## src/rtl/ll_dma_walker.sv

```systemverilog
module ll_dma_walker #(
  parameter int AW = 16,
  parameter int DW = 32
) (
  input  logic          clk,
  input  logic          rst_n,
  input  logic          start,
  input  logic [AW-1:0] list_base,
  output logic          busy,
  output logic          mem_rd_en,
  output logic [AW-1:0] mem_rd_addr,
  input  logic          mem_rd_valid,
  input  logic [DW-1:0] mem_rd_data,
  input  logic          mem_rd_err,
  output logic          cmd_valid,
  input  logic          cmd_ready,
  output logic [DW-1:0] cmd_src,
  output logic [DW-1:0] cmd_dst,
  output logic [DW-1:0] cmd_len,
  input  logic          done_valid,
  input  logic          done_err,
  output logic          irq_local,
  output logic          irq_remote,
  output logic          irq_abort,
  input  logic          clr_local,
  input  logic          clr_remote,
  input  logic          clr_abort
);
  localparam int ELEM_WORDS = 4;
  localparam int IW = $clog2(ELEM_WORDS);
  localparam int CW = 5;

  typedef enum logic [2:0] {S_IDLE, S_FETCH, S_CHECK, S_ISSUE, S_WAIT, S_LINK} state_t;

  state_t        state;
  logic [AW-1:0] ptr;
  logic [IW-1:0] idx;
  logic          pend;
  logic          cyc;
  logic [CW-1:0] ctl;
  logic [DW-1:0] len_q, src_q, dst_q;

  wire rd_back  = (state == S_FETCH) && pend && mem_rd_valid;
  wire rd_bad   = rd_back && mem_rd_err;
  wire cmp_ok   = (state == S_WAIT) && done_valid && !done_err;
  wire cmp_bad  = (state == S_WAIT) && done_valid && done_err;

  assign busy        = (state != S_IDLE);
  assign mem_rd_en   = (state == S_FETCH) && !pend;
  assign mem_rd_addr = ptr + AW'(idx);
  assign cmd_valid   = (state == S_ISSUE);
  assign cmd_src     = src_q;
  assign cmd_dst     = dst_q;
  assign cmd_len     = len_q;

  always_ff @(posedge clk) begin
    if (!rst_n) begin
      state <= S_IDLE;
      ptr   <= '0;
      idx   <= '0;
      pend  <= 1'b0;
      cyc   <= 1'b1;
      ctl   <= '0;
      len_q <= '0;
      src_q <= '0;
      dst_q <= '0;
    end else begin
      case (state)
        S_IDLE: if (start) begin
          ptr   <= list_base;
          cyc   <= 1'b1;
          idx   <= '0;
          pend  <= 1'b0;
          state <= S_FETCH;
        end
        S_FETCH: begin
          if (mem_rd_en) pend <= 1'b1;
          if (rd_back) begin
            pend <= 1'b0;
            if (rd_bad) state <= S_IDLE;
            else begin
              case (idx)
                IW'(0):  ctl   <= mem_rd_data[CW-1:0];
                IW'(1):  len_q <= mem_rd_data;
                IW'(2):  src_q <= mem_rd_data;
                default: dst_q <= mem_rd_data;
              endcase
              if (idx == IW'(ELEM_WORDS-1)) state <= S_CHECK;
              else idx <= idx + 1'b1;
            end
          end
        end
        S_CHECK: begin
          idx <= '0;
          if (ctl[0] != cyc) state <= S_IDLE;
          else if (ctl[2])   state <= S_LINK;
          else               state <= S_ISSUE;
        end
        S_LINK: begin
          ptr <= src_q[AW-1:0];
          if (ctl[1]) cyc <= ~cyc;
          state <= S_FETCH;
        end
        S_ISSUE: if (cmd_ready) state <= S_WAIT;
        S_WAIT: begin
          if (cmp_bad) state <= S_IDLE;
          else if (cmp_ok) begin
            ptr   <= ptr + AW'(ELEM_WORDS);
            state <= S_FETCH;
          end
        end
        default: state <= S_IDLE;
      endcase
    end
  end

  always_ff @(posedge clk) begin
    if (!rst_n) begin
      irq_local  <= 1'b0;
      irq_remote <= 1'b0;
      irq_abort  <= 1'b0;
    end else begin
      irq_local  <= (irq_local  & ~clr_local)  | (cmp_ok & ctl[3]);
      irq_remote <= (irq_remote & ~clr_remote) | (cmp_ok & ctl[4]);
      irq_abort  <= (irq_abort  & ~clr_abort)  | rd_bad | cmp_bad;
    end
  end
endmodule

```

## config.mk

```make
export PLATFORM = sky130hd
export DESIGN_NAME = ll_dma_walker
export DESIGN_NICKNAME = d
export VERILOG_FILES = /design/src/rtl/ll_dma_walker.sv
export SDC_FILE = /design/constraint.sdc
export NUM_CORES = 1
export LEC_CHECK = 0
export ABC_AREA = 0
export CORE_ASPECT_RATIO = 0.8
export CORE_MARGIN = 2
export CORE_UTILIZATION = 55
export DETAILED_ROUTE_END_ITERATION = 8
export DONT_BUFFER_PORTS = 1
export PLACE_DENSITY = 0.7
export SYNTH_ARGS = -nofsm -noshare
export SYNTH_HDL_FRONTEND = slang
export SYNTH_SLANG_ARGS = --single-unit
export TNS_END_PERCENT = 10
```

## constraint.sdc

```tcl
create_clock -name clk -period 4.1 [get_ports clk]
set_input_delay 0.41 -clock clk [delete_from_list [all_inputs] [get_ports clk]]
set_output_delay 0.41 -clock clk [all_outputs]
set_load 0.05 [all_outputs]
```

==> run summary <==
The flow ran to the end, and the final reports show no timing, DRC or antenna violations. The largest stage delay on the critical path works out to 0.85 ns. The hold-critical path depth is 1, and the post-detailed-route via-to-cell ratio is 6.05.

The worst slack after detailed placement was 1.38 ns; the largest driver fanout on the critical path was 7. CTS placed an instance of clkbuf_16 at the clock tree root. In the final routed layout, each cell accounts on average for 18.8 um.

The tool flagged a number of max-cap violations equal to 0. In this run the worst hold path is classified as input port to flop. The die is 94.3 um tall.

In this run the critical register-to-register path is captured at ptr[9]. After clock tree synthesis, the clock-pin slew on the worst setup and hold paths is 0.05 ns. From left edge to right edge, the die measures 117 um. Setup slack closes at 0.898 ns. The number of optimization iterations in the first detailed-route pass was 5. After clock tree synthesis, the repair step resized 0 gates.

The headroom to the max-slew limit was 0.209; the port buffer count was 0. The number of nets in the synthesized netlist is 788. After detailed routing, the number of remaining DRC violations is 0. The full die area is 11000 sq um. For this run, the leading register cell type out of synthesis is dfxtp_1. For hold timing, the worst endpoint is cyc. The fraction of synthesis flops using an asynchronous set or reset pin was 0; the cell internal power dissipation was 2520 uW. The worst-case IR drop observed on VDD is 347 uV. The startpoint identified for the worst hold timing path is rst_n.

The final number of hold-violating endpoints is 0, and the effective utilization at floorplan is 0.574. The tools report the combinational cell fraction of total power as 0.167. After synthesis, the mean cell area works out to 7.79 sq um. In this run, CTS created clock tree buffers numbering 17. The number of sinks driven by the clock tree was 127. For the final cell utilization of the core, the log shows 0.639.

Across the routed clock network, the largest skew measured is 0.00604 ns. After legalization and detailed placement, the total HPWL measured 10.9 mm. Summing every instance area after synthesis gives 5610 sq um. The critical path start-end classification was flop to primary output. Cell type with the highest aggregate area in the netlist: dfxtp_1. Area fraction of the dominant cell type after synthesis: 0.453. The tools report the post-route worst hold slack as 0.0911 ns.

The proportion of synthesized chip area in sequential cells is 0.453, and the count of flip-flops with a built-in enable after synthesis is 0. Counting flops and latches in the post-synthesis netlist gives 127. The highest attainable clock frequency was 312 MHz; the number of diodes added for antenna fixing was 0.

The via count of the first global-routing pass is 4883. TritonCTS built the clock tree. Yosys printed 0 warnings. The critical path data arrival time is 2.79 ns.

The non-filler instance count after layout is 842. In this run the worst setup path begins at idx[1]. The count of unique library cells instantiated by Yosys came out at 62. Walking the worst path, the cells encountered are ha_1, a21oi_1, nor3_1, xor2_1. STA classifies the critical path endpoint as a primary output. For this design the total switching power over the nets is 1080 uW. The H-tree was split into 4 levels. The critical path startpoint category was a flop. The share of total power in the clock network came out at 0.442. The starting DRC count in detailed routing was 550; the detailed-route wire length was 15.8 mm. Entering global routing, the biggest net connects 73 pins.

After layout, the minimum clock period comes to 3.20 ns. In this run the critical register-to-register path is launched from state[0]. The count of nets left with antenna violations after detail routing is 0.

For the clock latency on the worst-skew pair, the log shows 0.41 ns. The final route contains 5095 vias. Synthesis produced 720 cells.

For the worst setup path, the data required time is 3.69 ns. The core footprint was 9770 sq um. The run gives 0.286 as the aggregate global-route resource usage. For this design the top-level I/O count stands at 177.

Number of cell instances on the worst register-to-register path: 5. The number of antenna violations at the first check in global routing was 0; the cell count after placement was 810. For this design the ratio of total power to cell area is 577 nW/um^2.

The proportion of layout cells with a drive suffix above 1 was 0.0722; the number of buffer and inverter stages on the critical path was 0. Setup violations remaining at the end of the flow were counted as 0. The slowest stage of the critical path belongs to the cell xor2_1. Counting along the longest clock path gives a buffer depth of 2. The number of hold buffers added after CTS was 0. In the post-synthesis netlist, the biggest area contributors are dfxtp_1, nand2_1, a21oi_1, clkbuf_1, ha_1. The run gives 0.964 as the routability congestion estimate. The kind of cell with the highest combined delay along the critical path is XOR/XNOR gates.

Setup slack on the worst reg-to-reg path comes out at 1.53 ns. The post-route fraction of the period consumed by the critical path was 0.781. Setup repair after global routing left no endpoint under its margin.

Compared with the post-synthesis result, the final layout area differs by 11.2%. The register share of total power came out at 0.391. In this run the static leakage power is 0.00220 uW. The max-slew violation count was 0; the transition time of the tightest slew-check pin was 1.19 ns. The run gives 0 as the number of buffers added for setup after CTS. Row generation in the floorplan step produced 32 rows.

The final net count was 761; the first-pass GRT wire length was 24.5 mm. The share of total power consumed by net switching was 0.300. Global routing finished with a remaining overflow of 0.

The aggregate negative setup slack was 0 ns.
stage by stage:
step	total power, uW	cell area [sq um]
6_report	3600	6240
3_5_place_dp	2020	5610
4_1_cts	3600	6240
5_1_grt	3720	6240
2_1_floorplan	1940	5610
3_3_place_gp	2000	5610
worst reg2reg max path, cell delays in order (launching register included):
cell	delay, ns
dfxtp_1	0.63
buf_4	0.36
nor2b_1	0.16
o221ai_1	0.91
o21ai_0	0.23
a31oi_1	0.21
registers in the layout, indices dropped and copies added, names as in the netlist:
name	cells
cyc	1
cmd_dst	32
cmd_len	32
ctl	5
idx	2
state	3
pend	1
irq_abort	1
irq_remote	1
irq_local	1
cmd_src	32
ptr	16
cell usage after synthesis, types with 9 or more instances:
| library cell | count |
|---|---|
| nand2_1 | 226 |
| clkbuf_1 | 33 |
| mux2i_1 | 9 |
| a21oi_1 | 117 |
| nand3_1 | 19 |
| nor2_1 | 20 |
| buf_2 | 18 |
| dfxtp_1 | 127 |
| o21ai_0 | 12 |
| xnor2_1 | 9 |
power by group through the flow:
| stage | clock, uW | combinational, uW | sequential, uW |
|---|---|---|---|
| 3_5_place_dp | 0 | 594 | 1430 |
| 2_1_floorplan | 0 | 579 | 1360 |
| 5_1_grt | 1660 | 644 | 1420 |
| 3_3_place_gp | 0 | 584 | 1420 |
| 4_1_cts | 1600 | 596 | 1400 |
| 6_report | 1590 | 600 | 1410 |
layer usage:
| layer | vias to the layer above | wire (um) | global-route usage | part of all wire |
|---|---|---|---|---|
| li1 | 2394 | - | - | - |
| met1 | 2387 | 6320 | 0.355 | 0.40 |
| met2 | 282 | 7030 | 0.436 | 0.44 |
| met3 | 32 | 2130 | 0.122 | 0.13 |
| met4 | 0 | 364 | 0.122 | 0.023 |
| met5 | - | 0 | 0 | 0 |
logic make-up after synthesis:
family | after synthesis | synth area share
flip-flops | 127 | 0.453
adder cells (fa/ha/maj) | 9 | 0.0214
XOR/XNOR | 16 | 0.0250
multiplexers | 10 | 0.0181
buffers and inverters | 61 | 0.0484
AND/OR/NAND/NOR | 328 | 0.260
AO/OA/AOI/OAI | 169 | 0.174
placed cells by master, fill, tap and decap left out, types with 8 or more instances in the layout:
cell	instances
a21oi_1	117
and3_1	8
buf_4	11
clkbuf_16	17
dfxtp_1	127
ha_1	8
mux2i_1	9
nand2_1	226
nand3_1	19
nor2_1	20
nor2b_1	8
o21ai_0	12
xnor2_1	9
how the worst max path moves through the flow:
| stage | slack, ns | endpoint | cells after the start |
|---|---|---|---|
| 6_report | 0.90 | mem_rd_addr[11] | 4 |
| 4_1_cts | 0.96 | mem_rd_addr[11] | 4 |
| 5_1_grt | 0.82 | mem_rd_addr[7] | 4 |
| 2_1_floorplan | 1.51 | mem_rd_addr[14] | 6 |
| 3_3_place_gp | 1.46 | mem_rd_addr[11] | 4 |
| 3_5_place_dp | 1.38 | mem_rd_addr[11] | 4 |
cell type report:
class / instances / area [sq um]
fill: 863 / 3530
clock buffer: 21 / 470
sequential: 127 / 2540
clock inverter: 11 / 161
multi-input combinational: 532 / 2800
tap: 136 / 170
timing repair buffer: 11 / 82.6
inverter: 4 / 16.3
Power figures use the tool's default switching activity.
